File: src/rtl/hbl_pkg.sv
package hbl_pkg;

    localparam int unsigned DEF_BYTE_W    = 8;
    localparam int unsigned DEF_LANES     = 3;
    localparam int unsigned DEF_ADDR_W    = 3;
    localparam int unsigned DEF_BASE_ADDR = 4;
    localparam int unsigned LANE_IDX_W    = 4;

    typedef enum logic [1:0] {
        SLOT_NONE  = 2'd0,
        SLOT_DUMMY = 2'd1,
        SLOT_LANE  = 2'd2
    } slot_kind_e;

    typedef struct packed {
        slot_kind_e             kind;
        logic [LANE_IDX_W-1:0]  lane;  // 0 = most significant lane
        logic                   last;  // lowest lane: triggers transfer
    } slot_t;

    function automatic slot_t decode_slot(input int unsigned addr,
                                          input int unsigned base,
                                          input int unsigned lanes);
        slot_t s;
        s.kind = SLOT_NONE;
        s.lane = '0;
        s.last = 1'b0;
        if (addr == base) begin
            s.kind = SLOT_DUMMY;
        end else if (addr > base && addr <= base + lanes) begin
            s.kind = SLOT_LANE;
            s.lane = LANE_IDX_W'(addr - base - 1);
            s.last = (addr == base + lanes);
        end
        return s;
    endfunction

endpackage

File: src/rtl/hbl_decode.sv
module hbl_decode
    import hbl_pkg::*;
#(
    parameter int unsigned LANES     = DEF_LANES,
    parameter int unsigned ADDR_W    = DEF_ADDR_W,
    parameter int unsigned BASE_ADDR = DEF_BASE_ADDR
) (
    input  logic [ADDR_W-1:0] addr,
    input  logic              we,
    output slot_t             slot,
    output logic [LANES-1:0]  lane_we,
    output logic              load_word
);

    always_comb begin
        slot = decode_slot(int'(addr), BASE_ADDR, LANES);
    end

    for (genvar i = 0; i < LANES; i++) begin : g_lane_we
        assign lane_we[i] = we && (slot.kind == SLOT_LANE)
                            && (slot.lane == LANE_IDX_W'(i));
    end

    assign load_word = we && (slot.kind == SLOT_LANE) && slot.last;

endmodule

File: src/rtl/hbl_lane_hold.sv
module hbl_lane_hold
    import hbl_pkg::*;
#(
    parameter int unsigned BYTE_W = DEF_BYTE_W,
    parameter int unsigned LANES  = DEF_LANES,
    localparam int unsigned WORD_W = BYTE_W * LANES
) (
    input  logic              clk,
    input  logic              rst,
    input  logic [LANES-1:0]  lane_we,
    input  logic [BYTE_W-1:0] wdata,
    output logic [WORD_W-1:0] hold_flat
);

    // lane i sits at bit position (LANES-1-i)*BYTE_W: lane 0 is the top byte
    for (genvar i = 0; i < LANES; i++) begin : g_lane
        localparam int unsigned LSB = (LANES - 1 - i) * BYTE_W;
        logic [BYTE_W-1:0] q;

        always_ff @(posedge clk) begin
            if (rst) begin
                q <= '0;
            end else if (lane_we[i]) begin
                q <= wdata;
            end
        end

        assign hold_flat[LSB +: BYTE_W] = q;
    end

endmodule

File: src/rtl/hbl_assemble.sv
module hbl_assemble
    import hbl_pkg::*;
#(
    parameter int unsigned BYTE_W = DEF_BYTE_W,
    parameter int unsigned LANES  = DEF_LANES,
    localparam int unsigned WORD_W = BYTE_W * LANES
) (
    input  logic              clk,
    input  logic              rst,
    input  logic              load_word,
    input  logic [WORD_W-1:0] hold_flat,
    input  logic [BYTE_W-1:0] wdata,
    output logic [WORD_W-1:0] word_q,
    output logic              valid_q
);

    logic [WORD_W-1:0] word_next;

    // low byte comes straight from the bus; its latch loads on the same edge
    assign word_next = {hold_flat[WORD_W-1:BYTE_W], wdata};

    always_ff @(posedge clk) begin
        if (rst) begin
            word_q  <= '0;
            valid_q <= 1'b0;
        end else begin
            valid_q <= load_word;
            if (load_word) begin
                word_q <= word_next;
            end
        end
    end

endmodule

File: src/rtl/hbl_readmux.sv
module hbl_readmux
    import hbl_pkg::*;
#(
    parameter int unsigned BYTE_W = DEF_BYTE_W,
    parameter int unsigned LANES  = DEF_LANES,
    localparam int unsigned WORD_W = BYTE_W * LANES
) (
    input  slot_t             slot,
    input  logic [WORD_W-1:0] hold_flat,
    output logic [BYTE_W-1:0] rdata
);

    always_comb begin
        rdata = '0;
        if (slot.kind == SLOT_LANE) begin
            for (int i = 0; i < int'(LANES); i++) begin
                if (slot.lane == LANE_IDX_W'(i)) begin
                    rdata = hold_flat[(LANES - 1 - i) * BYTE_W +: BYTE_W];
                end
            end
        end
    end

endmodule

File: src/rtl/hbl_rx_port.sv
module hbl_rx_port
    import hbl_pkg::*;
#(
    parameter int unsigned BYTE_W    = DEF_BYTE_W,
    parameter int unsigned LANES     = DEF_LANES,
    parameter int unsigned ADDR_W    = DEF_ADDR_W,
    parameter int unsigned BASE_ADDR = DEF_BASE_ADDR,
    localparam int unsigned WORD_W   = BYTE_W * LANES
) (
    input  logic              clk,
    input  logic              rst,
    input  logic [ADDR_W-1:0] host_addr,
    input  logic              host_we,
    input  logic [BYTE_W-1:0] host_wdata,
    output logic [BYTE_W-1:0] host_rdata,
    output logic [WORD_W-1:0] rx_word,
    output logic              rx_valid
);

    slot_t             slot;
    logic [LANES-1:0]  lane_we;
    logic              load_word;
    logic [WORD_W-1:0] hold_flat;

    hbl_decode #(
        .LANES     (LANES),
        .ADDR_W    (ADDR_W),
        .BASE_ADDR (BASE_ADDR)
    ) u_decode (
        .addr      (host_addr),
        .we        (host_we),
        .slot      (slot),
        .lane_we   (lane_we),
        .load_word (load_word)
    );

    hbl_lane_hold #(
        .BYTE_W (BYTE_W),
        .LANES  (LANES)
    ) u_hold (
        .clk       (clk),
        .rst       (rst),
        .lane_we   (lane_we),
        .wdata     (host_wdata),
        .hold_flat (hold_flat)
    );

    hbl_assemble #(
        .BYTE_W (BYTE_W),
        .LANES  (LANES)
    ) u_asm (
        .clk       (clk),
        .rst       (rst),
        .load_word (load_word),
        .hold_flat (hold_flat),
        .wdata     (host_wdata),
        .word_q    (rx_word),
        .valid_q   (rx_valid)
    );

    hbl_readmux #(
        .BYTE_W (BYTE_W),
        .LANES  (LANES)
    ) u_rmux (
        .slot      (slot),
        .hold_flat (hold_flat),
        .rdata     (host_rdata)
    );

endmodule

File: config.mk
export PLATFORM = sky130hd
export DESIGN_NAME = hbl_rx_port
export DESIGN_NICKNAME = d
export VERILOG_FILES = /design/src/rtl/hbl_pkg.sv /design/src/rtl/hbl_decode.sv /design/src/rtl/hbl_lane_hold.sv /design/src/rtl/hbl_assemble.sv /design/src/rtl/hbl_readmux.sv /design/src/rtl/hbl_rx_port.sv
export SDC_FILE = /design/constraint.sdc
export NUM_CORES = 1
export LEC_CHECK = 0
export BUFFER_PORTS_ARGS = -buffer_cell sky130_fd_sc_hd__buf_2
export CORE_MARGIN = 2
export CORE_UTILIZATION = 40
export DETAILED_ROUTE_END_ITERATION = 12
export GPL_ROUTABILITY_DRIVEN = 1
export GPL_TIMING_DRIVEN = 0
export PLACE_DENSITY_LB_ADDON = 0.25
export SYNTH_ARGS = -nofsm -noshare
export SYNTH_HDL_FRONTEND = slang
export SYNTH_SLANG_ARGS = --single-unit
File: constraint.sdc
create_clock -name clk -period 2.8 [get_ports clk]
set_input_delay 0.14 -clock clk [delete_from_list [all_inputs] [get_ports clk]]
set_output_delay 0.14 -clock clk [all_outputs]
set_load 0.02 [all_outputs]
# Word-level counts from Yosys, hierarchy flattened
# Cells that the tools add are included.
# Widths: inputs -> output; s select.
[op_classes]
addsub = 2
order_cmp = 1
eq_ne = 5
mux = 7
reduce_logical = 6
[ops]
columns = ["cell", "n"]
rows = [
  ["$mux 8", 4],
  ["$mux 7", 1],
  ["$eq 3x3->1 const B", 2],
  ["$logic_and 1x1->1", 5],
  ["$mux 5", 1],
  ["$eq 4x1->1 const B", 1],
  ["$eq 4x2->1 const B", 1],
  ["$logic_not 4->1", 1],
  ["$sub 3x3->4 const B", 1],
  ["$sub 4x1->4 const B", 1],
  ["$gt 3x3->1 const B", 1],
  ["$eq 2x2->1 const B", 1],
  ["$mux 2", 1],
]
[word_totals]
regBits = 49
in_bits = 14
out_inout_bits = 33

# Logic depth before layout (Yosys ltp)
# Gate-level depths: netlist of the first run.
[logic_depth]
ltp_word = 9
depth_mapped = 10
depth_no_buf = 7

# Modules after synthesis
# Synthesis of the first run repeated with hierarchy kept, for this count alone.
[hier_totals]
hier_cells = 218
area_unflattened_um2 = 2230.9
[modules_own_cells]
columns = ["module", "instances", "cells_per_inst", "area_each_um2", "seq_area_each_um2"]
rows = [
  ["hbl_assemble", 1, 80, 902.1, 500.5],
  ["hbl_lane_hold", 1, 77, 859.6, 480.5],
  ["hbl_readmux", 1, 38, 302.8, 0.0],
  ["hbl_decode", 1, 23, 166.4, 0.0],
]

# Least setup slack after synthesis of the first run
# OpenSTA, ideal clock, no wires.
[synth_path]
path_kind = "in2out"
startpoint = "input port host_addr[0]"
endpoint = "output port host_rdata[0]"
arrival_ns = 1.750
required_time_ns = 2.660
path_slack_ns = 0.910
cell_stages = 9
path_buffers = 2
path_cell_list = "inv_1 > ha_1 > inv_1 > ha_1 > nand4bb_1 > buf_2 > or2_1 > clkbuf_1 > a21oi_1"
[synth_between]
elab_chain_cells = 9
[synth_rtl]
columns = ["item", "line", "text"]
rows = [
  ["from (decl)", "hbl_rx_port.sv:12", "input logic [ADDR_W-1:0] host_addr,"],
  ["$sub 3x3->4", "hbl_pkg.sv:32", "s.lane = LANE_IDX_W'(addr - base - 1);"],
  ["$sub 4x1->4", "hbl_pkg.sv:32", ""],
  ["$mux 7", "hbl_pkg.sv:30", "end else if (addr > base && addr <= base + lanes) begin"],
  ["$mux 5", "hbl_pkg.sv:28", "if (addr == base) begin"],
  ["$logic_not 4->1", "hbl_readmux.sv:17", "if (slot.lane == LANE_IDX_W'(i)) begin"],
  ["$mux 8 (3 in series)", "hbl_readmux.sv:17", ""],
  ["$mux 8 *", "hbl_readmux.sv:15", "if (slot.kind == SLOT_LANE) begin"],
  ["to (decl)", "hbl_rx_port.sv:15", "output logic [BYTE_W-1:0] host_rdata,"],
]
# Mark *: on every way between the ends. The rest lies on a longest branch, timed or not.

# Worst setup path in the final report of the first run
[layout_path]
startpoint = "input port host_addr[1]"
endpoint = "output port host_rdata[4]"
# The elaborated chain is that of the path after synthesis.

==> impl_metrics.sql, run 1 <==
INSERT INTO impl_metrics (metric_group, metric, value, unit) VALUES
('hold_path', 'min-delay-path-class', 'in2reg', ''),
('clock_network', 'tritoncts', 'yes', ''),
('place', 'dpl_worst_slack', '0.675', 'ns'),
('pwr', 'intPower', '945', 'µW'),
('clock_network', 'cts_hold_buf', '0', ''),
('route', 'antenna_violating_nets_post_route', '0', ''),
('pwr', 'cellLeakagePower', '0.00107', 'µW'),
('sta', 'maxSlewHeadroom', '0.637', ''),
('route', 'detailedRoute.firstIterationViolations', '79', ''),
('place', 'gpl.final_weighted_congestion', '0.815', ''),
('grt', 'first_global_vias', '1942', ''),
('route', 'totalWireLength', '5750', 'µm'),
('pwr', 'vdd_ir_drop_max', '0.219', 'mV'),
('worst_setup_path', 'setup.worst_path.class', 'in2out', ''),
('route', 'drc_violation_count_after_routing', '0', ''),
('worst_setup_path', 'slowest_delay', '0.27', 'ns'),
('die', 'core.rowCount', '27', ''),
('layout', 'area_delta_synth_final', '18.3', '%'),
('pwr', 'p_per_area', '480', 'mW/mm²'),
('layout', 'n_fill_cell', '550', ''),
('synthesis', 'synth-seq-area-share', '0.436', ''),
('clock_network', 'clock-root-buffer', 'sky130_fd_sc_hd__clkbuf_8', ''),
('place', 'post_dp_cell_area', '0.00256', 'mm²'),
('route', 'detail_route.vias_per_cell', '5.38', ''),
('layout', 'nets_finish', '328', ''),
('synthesis', 'synth_fp_nets', '276', ''),
('sta', 'clock.fmax', '468', 'MHz'),
('clock_network', 'ctsResizeCount', '0', ''),
('worst_setup_path', 'crit_top_cell', 'sky130_fd_sc_hd__buf_2', ''),
('layout', 'finalNonFillerCells', '382', ''),
('synthesis', 'post_synth.cell_area_avg', '8.75', 'µm²'),
('route', 'drt-wirelength-per-cell', '15.0', 'µm'),
('sta', 'tightest_slew', '0.542', 'ns'),
('pwr', 'p_sw', '332', 'µW'),
('layout', 'post_route_cells_drive_above_1_share', '0.213', ''),
('die', 'dieArea', '0.00624', 'mm²'),
('die', 'core_area', '0.00547', 'mm²'),
('sta', 'period_needed', '2.14', 'ns'),
('sta', 'fin_worst_setup_slack', '0.662', 'ns'),
('sta', 'grt_setup_unrepaired', 'no', ''),
('pwr', 'p_comb_frac', '0.097', ''),
('sta', 'maxSlewViolCount', '0', ''),
('synthesis', 'synth_enable_flop_cells', '0', ''),
('clock_network', 'worst_skew_pair.late_latency', '0.30', 'ns'),
('die', 'initial_core_util', '0.411', ''),
('clock_network', 'h-tree-depth', '2', ''),
('place', 'portBuffers', '45', ''),
('synthesis', 'yosysTopAreaCell', 'sky130_fd_sc_hd__dfxtp_1', ''),
('synthesis', 'synth.cell_area', '0.00225', 'mm²'),
('synthesis', 'synthDominantCellAreaShare', '0.436', ''),
('grt', 'grt_max_degree', '16', ''),
('layout', 'finalInstanceArea', '0.00266', 'mm²'),
('worst_setup_path', 'cp_cell_sequence', 'buf_2 -> inv_1 -> ha_1 -> inv_1 -> ha_1 -> nand4bb_1 -> buf_2 -> or2_1 -> clkbuf_1 -> a21oi_1 -> buf_2', ''),
('worst_setup_path', 'critical-path-slowest-cell', 'sky130_fd_sc_hd__ha_1', ''),
('synthesis', 'ys_warn_count', '0', ''),
('layout', 'n_antenna_cell', '0', ''),
('route', 'drtPass1Iterations', '4', ''),
('sta', 'final_min_period_over_clock_period', '0.764', ''),
('worst_setup_path', 'critPathTopFamily', 'buffers and inverters', ''),
('grt', 'grt_overflow_total', '0', ''),
('synthesis', 'synth_cells', '257', ''),
('die', 'die-width', '79.0', 'µm'),
('synthesis', 'netlist_top_cells_area', 'sky130_fd_sc_hd__dfxtp_1, sky130_fd_sc_hd__a21oi_1, sky130_fd_sc_hd__mux2i_1', ''),
('worst_setup_path', 'worstPathRequired', '2.66', 'ns'),
('die', 'ios', '47', ''),
('synthesis', 'synth_top_flop_cell', 'sky130_fd_sc_hd__dfxtp_1', ''),
('synthesis', 'number_of_library_cell_types_mapped_by_synthesis', '27', ''),
('grt', 'grt_use_total', '0.191', ''),
('run_status', 'outcome', 'finished, final reports clean', ''),
('sta', 'worst_clock_skew', '0.00327', 'ns'),
('worst_setup_path', 'worstSetupStartpointType', 'input pin', '');
==> routing by layer <==
layer	GRT usage	up-vias	wire, µm
met2	0.326	43	2810
met4	0.0655	0	103
met5	0	-	0
met1	0.242	976	2620
met3	0.0330	9	215
li1	-	1026	-
==> sequential cells by signal (all words and copies together) (netlist names) <==
| name | cells |
|---|---|
| u_asm.word_q | 24 |
| u_hold.g_lane.q | 24 |
| u_asm.valid_q | 1 |
==> Yosys cell counts, types with 3 or more instances <==
library cell               number
sky130_fd_sc_hd__dfxtp_1       49
sky130_fd_sc_hd__nand3_1       32
sky130_fd_sc_hd__mux2i_1       16
sky130_fd_sc_hd__ha_1           5
sky130_fd_sc_hd__clkbuf_1      14
sky130_fd_sc_hd__o31ai_1        8
sky130_fd_sc_hd__a32oi_1        8
sky130_fd_sc_hd__inv_1          3
sky130_fd_sc_hd__o21ai_0       30
sky130_fd_sc_hd__buf_2         10
sky130_fd_sc_hd__nand2b_1      24
sky130_fd_sc_hd__a21oi_1       40
==> power by group through the flow <==
| stage | combinational (µW) | sequential [µW] | clock (µW) |
|---|---|---|---|
| floorplan | 80.5 | 722 | 0 |
| global placement | 122 | 723 | 0 |
| detailed placement | 123 | 723 | 0 |
| CTS | 123 | 706 | 454 |
| global route | 137 | 707 | 479 |
| finish | 123 | 706 | 447 |
==> worst reg2reg max path: stages (launching register included) <==
cell and delay [ns]:
sky130_fd_sc_hd__dfxtp_1 0.40, sky130_fd_sc_hd__nand3_1 0.13, sky130_fd_sc_hd__a21oi_1 0.14
==> kinds of logic after synthesis <==
group,count (synthesis),synth area share
AO/OA/AOI/OAI,88,0.218
adder cells (fa/ha/maj),5,0.0278
buffers and inverters,29,0.0573
flip-flops,49,0.436
multiplexers,16,0.0712
AND/OR/NAND/NOR,70,0.190
==> placed cells by master (no fill, tap or decap), types with 2 or more instances in the layout <==
cell                       count
sky130_fd_sc_hd__a32oi_1       8
sky130_fd_sc_hd__dfxtp_1      49
sky130_fd_sc_hd__inv_1         3
sky130_fd_sc_hd__o21ai_1       2
sky130_fd_sc_hd__mux2i_1      16
sky130_fd_sc_hd__nand2b_1     24
sky130_fd_sc_hd__nand2_1       2
sky130_fd_sc_hd__o21ai_0      30
sky130_fd_sc_hd__and2_1        2
sky130_fd_sc_hd__a21oi_1      40
sky130_fd_sc_hd__buf_2        55
sky130_fd_sc_hd__clkbuf_8      6
sky130_fd_sc_hd__nand3_1      32
sky130_fd_sc_hd__o31ai_1       8
sky130_fd_sc_hd__clkbuf_1     14
sky130_fd_sc_hd__ha_1          5
==> path summary, 6_finish.rpt <==
path	startpoint	endpoint	slack, ns	depth (start not counted)
worst max-delay path	host_addr[1]	host_rdata[4]	0.66	11
worst min-delay path	host_wdata[4]	u_hold.g_lane[0].q[4]$_SDFFE_PP0P_	0.11	3
worst max register to register	u_hold.g_lane[1].q[6]$_SDFFE_PP0P_	u_asm.word_q[14]$_SDFFE_PP0P_	2.08	2
worst min register to register	u_asm.word_q[8]$_SDFFE_PP0P_	u_asm.word_q[8]$_SDFFE_PP0P_	0.48	2
==> final cells by class <==
type | count | area (µm²) | share of cell area
inverter | 3 | 11.3 | 0.00423
buffer | 26 | 118 | 0.0442
multi-input combinational | 179 | 1140 | 0.428
sequential | 49 | 981 | 0.369
timing repair buffer | 45 | 225 | 0.0846
clock inverter | 2 | 13.8 | 0.00517
tap | 72 | 90.1 | 0.0339
clock buffer | 6 | 82.6 | 0.0310
==> stage by stage <==
step                      utilization  hold WS [ns]
after floorplan                     -         0.288
after global placement          0.469         0.430
after detailed placement        0.469         0.433
after CTS                       0.486         0.103
after global routing            0.486         0.110
final                           0.486         0.108
Power figures use the tool's default switching activity.
==> inputs of run 2 (changes only) <==
--- a/config.mk
+++ b/config.mk
@@ -5,6 +5,7 @@
 export SDC_FILE = /design/constraint.sdc
 export NUM_CORES = 1
 export LEC_CHECK = 0
+export ABC_AREA = 1
 export BUFFER_PORTS_ARGS = -buffer_cell sky130_fd_sc_hd__buf_2
 export CORE_MARGIN = 2
 export CORE_UTILIZATION = 40
==> constraint.sdc (replaced) <==
create_clock -name clk -period 2 [get_ports clk]
set_input_delay 0.1 -clock clk [delete_from_list [all_inputs] [get_ports clk]]
set_output_delay 0.1 -clock clk [all_outputs]
set_load 0.02 [all_outputs]
==> run 2 against run 1 <==
  * Final cell count is 22% higher
  * Via count is 6.6% higher
  * Non-clock buffer count is 6 lower
  * Power is 51% higher
  * Die area is 2.2% higher
  * Clock skew is 0.0060 ns higher
  * Area after synthesis is 2.3% higher
  * Critical path depth is 3 higher
  * Worst setup slack worse by 0.45 ns
  * Largest cell class unchanged
==> impl_metrics.sql, run 2 <==
INSERT INTO impl_metrics (metric_group, metric, value, unit) VALUES
('sta', 'fin_worst_setup_slack', '0.210', 'ns'),
('sta', 'worst_clock_skew', '0.00929', 'ns'),
('synthesis', 'synth-seq-area-share', '0.426', ''),
('synthesis', 'synthXorXnorAreaFrac', '0', ''),
('clock_network', 'tritoncts', 'yes', ''),
('synthesis', 'number_of_library_cell_types_mapped_by_synthesis', '18', ''),
('synthesis', 'yosys.area_share.adder', '0.0272', ''),
('die', 'dieArea', '0.00638', 'mm²'),
('synthesis', 'synth_top_family_by_area', 'simple AND/OR/NAND/NOR gates', ''),
('route', 'route.vias.total', '2190', ''),
('place', 'detailedPlacementHpwl', '4010', 'µm'),
('synthesis', 'proportion_of_synthesized_area_in_mux_cells', '0', ''),
('clock_network', 'tritoncts_num_sinks', '49', ''),
('grt', 'first_global_vias', '1942', ''),
('worst_setup_path', 'slowest_delay', '0.26', 'ns'),
('synthesis', 'synthDominantCellAreaShare', '0.426', ''),
('sta', 'maxSlewViolCount', '0', ''),
('place', 'portBuffers', '46', ''),
('worst_setup_path', 'critical-path-slowest-cell', 'sky130_fd_sc_hd__ha_1', ''),
('synthesis', 'netlist_top_cells_area', 'sky130_fd_sc_hd__dfxtp_1, sky130_fd_sc_hd__nor2_1, sky130_fd_sc_hd__nand2_1', ''),
('synthesis', 'async_flop_share', '0', ''),
('worst_setup_path', 'worstPathRequired', '1.90', 'ns'),
('run_status', 'outcome', 'finished, final reports clean', ''),
('die', 'ios', '47', ''),
('worst_setup_path', 'worstReg2RegStart', 'u_hold.g_lane[1].q[0]$_SDFFE_PP0P_', ''),
('grt', 'grt_overflow_total', '0', ''),
('worst_setup_path', 'worstSetupStartpointType', 'input pin', ''),
('worst_setup_path', 'critPathTopFamily', 'buffers and inverters', ''),
('worst_setup_path', 'cp_cell_sequence', 'buf_2 -> inv_1 -> ha_1 -> inv_1 -> ha_1 -> inv_1 -> nand2_1 -> nor2_4 -> buf_4 -> nand2_4 -> nand3_1 -> nand2_1 -> inv_1 -> buf_2', ''),
('die', 'die_extent_in_y', '79.8', 'µm'),
('sta', 'timing_hold_violations_final', '0', ''),
('sta', 'final.hold.worst_slack', '0.0783', 'ns'),
('worst_setup_path', 'arrival_worst_endpoint', '1.69', 'ns'),
('route', 'antenna_violating_nets_post_route', '0', ''),
('synthesis', 'synth-compound-area-share', '0.0848', ''),
('die', 'die-width', '79.8', 'µm'),
('synthesis', 'post_synth_most_frequent_cells', 'sky130_fd_sc_hd__nor2_1, sky130_fd_sc_hd__nand2_1, sky130_fd_sc_hd__dfxtp_1, sky130_fd_sc_hd__inv_1, sky130_fd_sc_hd__o21ai_0', ''),
('worst_setup_path', 'destination_of_the_critical_timing_path', 'host_rdata[3]', ''),
('pwr', 'vdd_ir_drop_max', '0.478', 'mV'),
('grt', 'grt_max_degree', '18', ''),
('sta', 'final_min_period_over_clock_period', '0.895', ''),
('route', 'detail_route.vias_per_cell', '4.71', ''),
('route', 'totalWireLength', '5450', 'µm'),
('die', 'core_area', '0.00554', 'mm²'),
('pwr', 'cellLeakagePower', '0.00159', 'µW'),
('pwr', 'p_per_area', '692', 'mW/mm²'),
('worst_setup_path', 'rrSetupSlack', '1.28', 'ns'),
('synthesis', 'seq_cells_post_synth', '49', ''),
('place', 'dpl_worst_slack', '0.0243', 'ns'),
('clock_network', 'clkSlewWorstSetupHoldPaths', '0.09', 'ns'),
('worst_setup_path', 'setup.worst_path.class', 'in2out', ''),
('worst_setup_path', 'reg2reg_to', 'u_hold.g_lane[1].q[0]$_SDFFE_PP0P_', ''),
('layout', 'layout.cells.most_common_list', 'sky130_fd_sc_hd__nor2_1, sky130_fd_sc_hd__nand2_1, sky130_fd_sc_hd__buf_2, sky130_fd_sc_hd__dfxtp_1, sky130_fd_sc_hd__inv_1', ''),
('worst_setup_path', 'worst-path-stages', '14', ''),
('worst_setup_path', 'crit_buf_inv', '7', ''),
('synthesis', 'synth_top_flop_cell', 'sky130_fd_sc_hd__dfxtp_1', ''),
('layout', 'area_delta_synth_final', '20.9', '%'),
('synthesis', 'synth_simple_gate_area_frac', '0.349', ''),
('grt', 'grt_use_total', '0.182', ''),
('layout', 'post_route_cells_drive_above_1_share', '0.201', ''),
('sta', 'grt_setup_unrepaired', 'no', ''),
('route', 'detailedRoute.firstIterationViolations', '186', ''),
('clock_network', 'cts_buf_count', '5', ''),
('clock_network', 'worst_skew_pair.late_latency', '0.31', 'ns'),
('grt', 'grt_pass1_wl', '9130', 'µm'),
('sta', 'setup_viol', '0', ''),
('layout', 'n_fill_cell', '593', ''),
('place', 'gpl.final_weighted_congestion', '0.853', ''),
('route', 'drt-wirelength-per-cell', '11.7', 'µm'),
('synthesis', 'post_synth.cell_area_avg', '6.87', 'µm²'),
('die', 'initial_core_util', '0.415', ''),
('sta', 'clock.fmax', '559', 'MHz'),
('clock_network', 'clock-root-buffer', 'sky130_fd_sc_hd__clkbuf_8', ''),
('grt', 'antenna_violations_before_repair', '0', ''),
('sta', 'tightest_slew', '0.437', 'ns'),
('layout', 'most_common_cell_after_layout_fill_and_taps_aside', 'sky130_fd_sc_hd__nor2_1', ''),
('synthesis', 'synth_cells', '335', ''),
('synthesis', 'post-synth-top-count-cell', 'sky130_fd_sc_hd__nor2_1', ''),
('sta', 'setup-tns-final', '0', 'ns'),
('synthesis', 'synth_fp_nets', '354', ''),
('layout', 'nets_finish', '411', ''),
('sta', 'maxSlewHeadroom', '0.709', ''),
('worst_setup_path', 'crit_top_cell', 'sky130_fd_sc_hd__inv_1', ''),
('route', 'drtPass1Iterations', '5', ''),
('layout', 'layout_top_registers', 'u_asm.word_q x24, u_hold.g_lane.q x24, u_asm.valid_q x1', ''),
('worst_setup_path', 'crit_fanout', '8', ''),
('flow_run', 'max_cap_violations', '0', ''),
('clock_network', 'h-tree-depth', '2', ''),
('synthesis', 'synth.cell_area', '0.00230', 'mm²'),
('synthesis', 'ys_warn_count', '0', ''),
('worst_setup_path', 'worst_setup_path_startpoint', 'host_addr[0]', ''),
('worst_setup_path', 'worst_r2r_path_depth', '4', ''),
('hold_path', 'min-delay-path-class', 'in2reg', ''),
('route', 'drc_violation_count_after_routing', '0', ''),
('worst_setup_path', 'worst_setup_path_end_kind', 'primary output', ''),
('synthesis', 'yosysTopAreaCell', 'sky130_fd_sc_hd__dfxtp_1', ''),
('clock_network', 'cts_buffer_depth', '2', ''),
('synthesis', 'synth_enable_flop_cells', '0', ''),
('die', 'core.rowCount', '27', ''),
('sta', 'period_needed', '1.79', 'ns'),
('layout', 'n_antenna_cell', '0', '');
-- run 2: changes by cell type in the layout (fill, tap and decap cells not counted), moves of 10 or more --
cell | before | now
sky130_fd_sc_hd__a21oi_1 | 40 | 8
sky130_fd_sc_hd__clkbuf_1 | 14 | 4
sky130_fd_sc_hd__inv_1 | 3 | 39
sky130_fd_sc_hd__mux2i_1 | 16 | 0
sky130_fd_sc_hd__nand2_1 | 2 | 63
sky130_fd_sc_hd__nand2b_1 | 24 | 0
sky130_fd_sc_hd__nor2_1 | 0 | 89
-- run 2: cell families after synthesis --
logic type | count (synthesis)
AND/OR/NAND/NOR | 186
buffers and inverters | 56
AO/OA/AOI/OAI | 39
flip-flops | 49
adder cells (fa/ha/maj) | 5
-- run 2: power by group --
group	internal [µW]	switching, µW
sequential	989	9.63
clock	382	356
combinational	65.4	122
-- run 2: repair_timing --
| action | 4_1_cts | 5_1_grt |
|---|---|---|
| buffers inserted | 0 | 3 |
| setup endpoints to repair | 0 | 8 |
| endpoints found under the hold margin | 2 | 0 |
| hold buffers | 1 | 0 |
| gates resized for setup | 0 | 3 |
-- run 2: cell type report --
| class | count | area (µm²) | share of cell area |
|---|---|---|---|
| Clock inverter | 3 | 47.5 | 0.0171 |
| Timing Repair Buffer | 50 | 263 | 0.0945 |
| Buffer | 15 | 110 | 0.0396 |
| Clock buffer | 5 | 68.8 | 0.0247 |
| Sequential cell | 49 | 981 | 0.353 |
| Multi-Input combinational cell | 230 | 1070 | 0.384 |
| Inverter | 41 | 154 | 0.0553 |
| Tap cell | 72 | 90.1 | 0.0324 |
-- run 2: how the worst min path moves through the flow --
stage,start,end,slack [ns],cells past startpoint
floorplan,rst,u_hold.g_lane[0].q[7]$_SDFFE_PP0P_,0.17,1
global placement,rst,u_hold.g_lane[0].q[7]$_SDFFE_PP0P_,0.30,2
detailed placement,rst,u_asm.valid_q$_SDFF_PP0_,0.29,2
CTS,host_wdata[4],u_hold.g_lane[1].q[4]$_SDFFE_PP0P_,0.08,3
global route,host_wdata[0],u_hold.g_lane[1].q[0]$_SDFFE_PP0P_,0.10,3
finish,host_wdata[4],u_hold.g_lane[2].q[4]$_SDFFE_PP0P_,0.08,3
-- run 2: metal layers --
layer | share of wire | track usage
met4 | 0.010 | 0.0407
met1 | 0.50 | 0.248
met5 | 0 | 0
met3 | 0.051 | 0.0351
met2 | 0.44 | 0.299
-- run 2: metrics by stage --
| stage | instance area, µm² | instances | utilization | total power, µW |
|---|---|---|---|---|
| 2_1_floorplan | 2300 | 335 | - | 1140 |
| 3_3_place_gp | 2620 | 453 | 0.473 | 1200 |
| 3_5_place_dp | 2620 | 453 | 0.473 | 1200 |
| 4_1_cts | 2750 | 462 | 0.496 | 1930 |
| 5_1_grt | 2780 | 465 | 0.502 | 2000 |
| 6_report | 2780 | 465 | 0.502 | 1920 |
-- run 2: worst register-to-register path: stages (launching register included) --
cell and delay, ns:
sky130_fd_sc_hd__dfxtp_1 0.41, sky130_fd_sc_hd__inv_1 0.06, sky130_fd_sc_hd__nand2_1 0.06, sky130_fd_sc_hd__nand2_1 0.05, sky130_fd_sc_hd__nor2_1 0.08
==> inputs of run 3 (changes only) <==
==> constraint.sdc (replaced) <==
create_clock -name clk -period 2 [get_ports clk]
set_input_delay 0.1 -clock clk [delete_from_list [all_inputs] [get_ports clk]]
set_output_delay 0.1 -clock clk [all_outputs]
set_load 0.005 [all_outputs]
==> run 3 against run 2 <==
  * Global-route usage stayed put
  * Clock-buffer cell count unchanged
  * Core utilization shrank 0.23 points
  * Critical path depth grew 1
  * Die area did not move
  * Clock power fell by 0.8%
  * Power down 0.96%
  * Non-clock buffer count shrank 1
==> impl_metrics.sql, run 3 (synthesis results as in run 2) <==
INSERT INTO impl_metrics (metric_group, metric, value, unit) VALUES
('run_status', 'outcome', 'finished, final reports clean', ''),
('layout', 'area_delta_synth_final', '20.3', '%'),
('grt', 'grt_pass1_wl', '9130', 'µm'),
('die', 'ios', '47', ''),
('worst_setup_path', 'worstSetupStartpointType', 'input pin', ''),
('sta', 'period_needed', '1.80', 'ns'),
('worst_setup_path', 'worst_setup_path_end_kind', 'primary output', ''),
('clock_network', 'cts_buf_count', '5', ''),
('layout', 'layout.cells.most_common_list', 'sky130_fd_sc_hd__nor2_1, sky130_fd_sc_hd__nand2_1, sky130_fd_sc_hd__buf_2, sky130_fd_sc_hd__dfxtp_1, sky130_fd_sc_hd__inv_1', ''),
('worst_setup_path', 'setup.worst_path.class', 'in2out', ''),
('place', 'placed_cells_incl_taps', '453', ''),
('clock_network', 'clkSlewWorstSetupHoldPaths', '0.09', 'ns'),
('die', 'core_area', '0.00554', 'mm²'),
('pwr', 'finalPower', '1910', 'µW'),
('sta', 'setup_viol', '0', ''),
('route', 'detail_route.vias_per_cell', '4.70', ''),
('worst_setup_path', 'crit_fanout', '10', ''),
('place', 'detailedPlacementHpwl', '4010', 'µm'),
('die', 'core.rowCount', '27', ''),
('grt', 'grt_use_total', '0.182', ''),
('pwr', 'p_per_area', '688', 'mW/mm²'),
('clock_network', 'worst_skew_pair.late_latency', '0.30', 'ns'),
('route', 'drc_violation_count_after_routing', '0', ''),
('layout', 'layout_top_registers', 'u_asm.word_q x24, u_hold.g_lane.q x24, u_asm.valid_q x1', ''),
('route', 'totalWireLength', '5430', 'µm'),
('route', 'route.vias.total', '2179', ''),
('flow_run', 'max_cap_violations', '0', ''),
('place', 'portBuffers', '46', ''),
('pwr', 'cellLeakagePower', '0.00157', 'µW'),
('sta', 'clock.fmax', '556', 'MHz'),
('route', 'drt-wirelength-per-cell', '11.7', 'µm'),
('route', 'detailedRoute.firstIterationViolations', '127', ''),
('sta', 'final.hold.worst_slack', '0.0806', 'ns'),
('layout', 'finalNonFillerCells', '464', ''),
('place', 'gpl.final_weighted_congestion', '0.853', ''),
('layout', 'nets_finish', '410', ''),
('grt', 'antenna_violations_before_repair', '0', ''),
('sta', 'tightest_slew', '0.444', 'ns'),
('die', 'die-width', '79.8', 'µm'),
('die', 'dieArea', '0.00638', 'mm²'),
('layout', 'n_fill_cell', '594', ''),
('clock_network', 'cts_buffer_depth', '2', ''),
('sta', 'final_min_period_over_clock_period', '0.899', ''),
('clock_network', 'h-tree-depth', '2', ''),
('grt', 'grt_max_degree', '18', ''),
('layout', 'n_antenna_cell', '0', ''),
('layout', 'post_route_cells_drive_above_1_share', '0.199', ''),
('sta', 'maxSlewHeadroom', '0.704', ''),
('sta', 'timing_hold_violations_final', '0', ''),
('clock_network', 'tritoncts', 'yes', ''),
('sta', 'worst_clock_skew', '0.00629', 'ns'),
('layout', 'most_common_cell_after_layout_fill_and_taps_aside', 'sky130_fd_sc_hd__nor2_1', ''),
('worst_setup_path', 'worstPathRequired', '1.90', 'ns'),
('hold_path', 'min-delay-path-class', 'in2reg', ''),
('clock_network', 'clock-root-buffer', 'sky130_fd_sc_hd__clkbuf_8', ''),
('clock_network', 'tritoncts_num_sinks', '49', ''),
('worst_setup_path', 'arrival_worst_endpoint', '1.70', 'ns'),
('grt', 'grt_overflow_total', '0', ''),
('route', 'antenna_violating_nets_post_route', '0', ''),
('die', 'initial_core_util', '0.415', ''),
('grt', 'first_global_vias', '1942', ''),
('pwr', 'vdd_ir_drop_max', '0.478', 'mV'),
('sta', 'maxSlewViolCount', '0', ''),
('die', 'die_extent_in_y', '79.8', 'µm'),
('route', 'drtPass1Iterations', '5', '');
[run 3: cell count changes in the layout (fill, tap and decap cells not counted)]
| cell | previous run | this run |
|---|---|---|
| sky130_fd_sc_hd__nand2_4 | 2 | 1 |
| sky130_fd_sc_hd__buf_4 | 4 | 3 |
| sky130_fd_sc_hd__nand2_2 | 1 | 2 |
[run 3: layer usage]
| metal | track usage | wire, µm | vias up |
|---|---|---|---|
| met5 | 0 | 0 | - |
| met4 | 0.0407 | 40 | 0 |
| met3 | 0.0351 | 315 | 5 |
| met2 | 0.299 | 2450 | 52 |
| met1 | 0.248 | 2630 | 981 |
| li1 | - | - | 1141 |
[run 3: repair_timing]
action,4_1_cts,5_1_grt
buffers inserted,0,2
hold endpoints to repair,2,0
setup endpoints to repair,0,8
resized for setup,0,2
hold buffers,1,0
[run 3: worst paths after layout]
check,from,endpoint,slack (ns),depth (start not counted)
setup / recovery,host_addr[0],host_rdata[5],0.20,15
hold / removal,host_wdata[4],u_hold.g_lane[2].q[4]$_SDFFE_PP0P_,0.08,3
setup reg to reg,u_hold.g_lane[1].q[2]$_SDFFE_PP0P_,u_hold.g_lane[1].q[2]$_SDFFE_PP0P_,1.28,4
hold reg to reg,u_hold.g_lane[0].q[7]$_SDFFE_PP0P_,u_hold.g_lane[0].q[7]$_SDFFE_PP0P_,0.49,2
[run 3: power breakdown]
group          switching, µW  internal, µW  leakage (µW)
Combinational            112          63.3       0.00112
Clock                    350           382     0.0000591
Sequential              9.49           989      0.000396
Total                    472          1430       0.00157
[run 3: area by class of cell]
| class | instances | area (µm²) | share of cell area |
|---|---|---|---|
| well taps | 72 | 90.1 | 0.0325 |
| clock inverters | 3 | 47.5 | 0.0172 |
| clock buffers | 5 | 68.8 | 0.0249 |
| flip-flops and latches | 49 | 981 | 0.354 |
| multi-input cells | 230 | 1060 | 0.384 |
| repair buffers | 49 | 255 | 0.0922 |
| inverters | 41 | 154 | 0.0556 |
| plain buffers | 15 | 110 | 0.0398 |
[run 3: per-stage QoR]
step | instance area, µm² | util | setup slack, ns | TNS (ns)
after global routing | 2770 | 0.500 | -0.00658 | -0.00658
after global placement | 2620 | 0.473 | 0.101 | 0
after floorplan | 2300 | - | 0.497 | 0
after detailed placement | 2620 | 0.473 | 0.0757 | 0
final | 2770 | 0.500 | 0.201 | 0
after CTS | 2750 | 0.496 | 0.0712 | 0
[run 3: critical path, stage by stage]
cell and delay [ns]:
sky130_fd_sc_hd__buf_2 0.12, sky130_fd_sc_hd__inv_1 0.07, sky130_fd_sc_hd__ha_1 0.16, sky130_fd_sc_hd__inv_1 0.06, sky130_fd_sc_hd__ha_1 0.26, sky130_fd_sc_hd__inv_1 0.05, sky130_fd_sc_hd__nand2_1 0.07, sky130_fd_sc_hd__nor2_4 0.22
sky130_fd_sc_hd__buf_6 0.17, sky130_fd_sc_hd__nand3_1 0.07, sky130_fd_sc_hd__nand2_1 0.07, sky130_fd_sc_hd__inv_1 0.03, sky130_fd_sc_hd__nand2_1 0.07, sky130_fd_sc_hd__inv_1 0.04, sky130_fd_sc_hd__buf_2 0.11
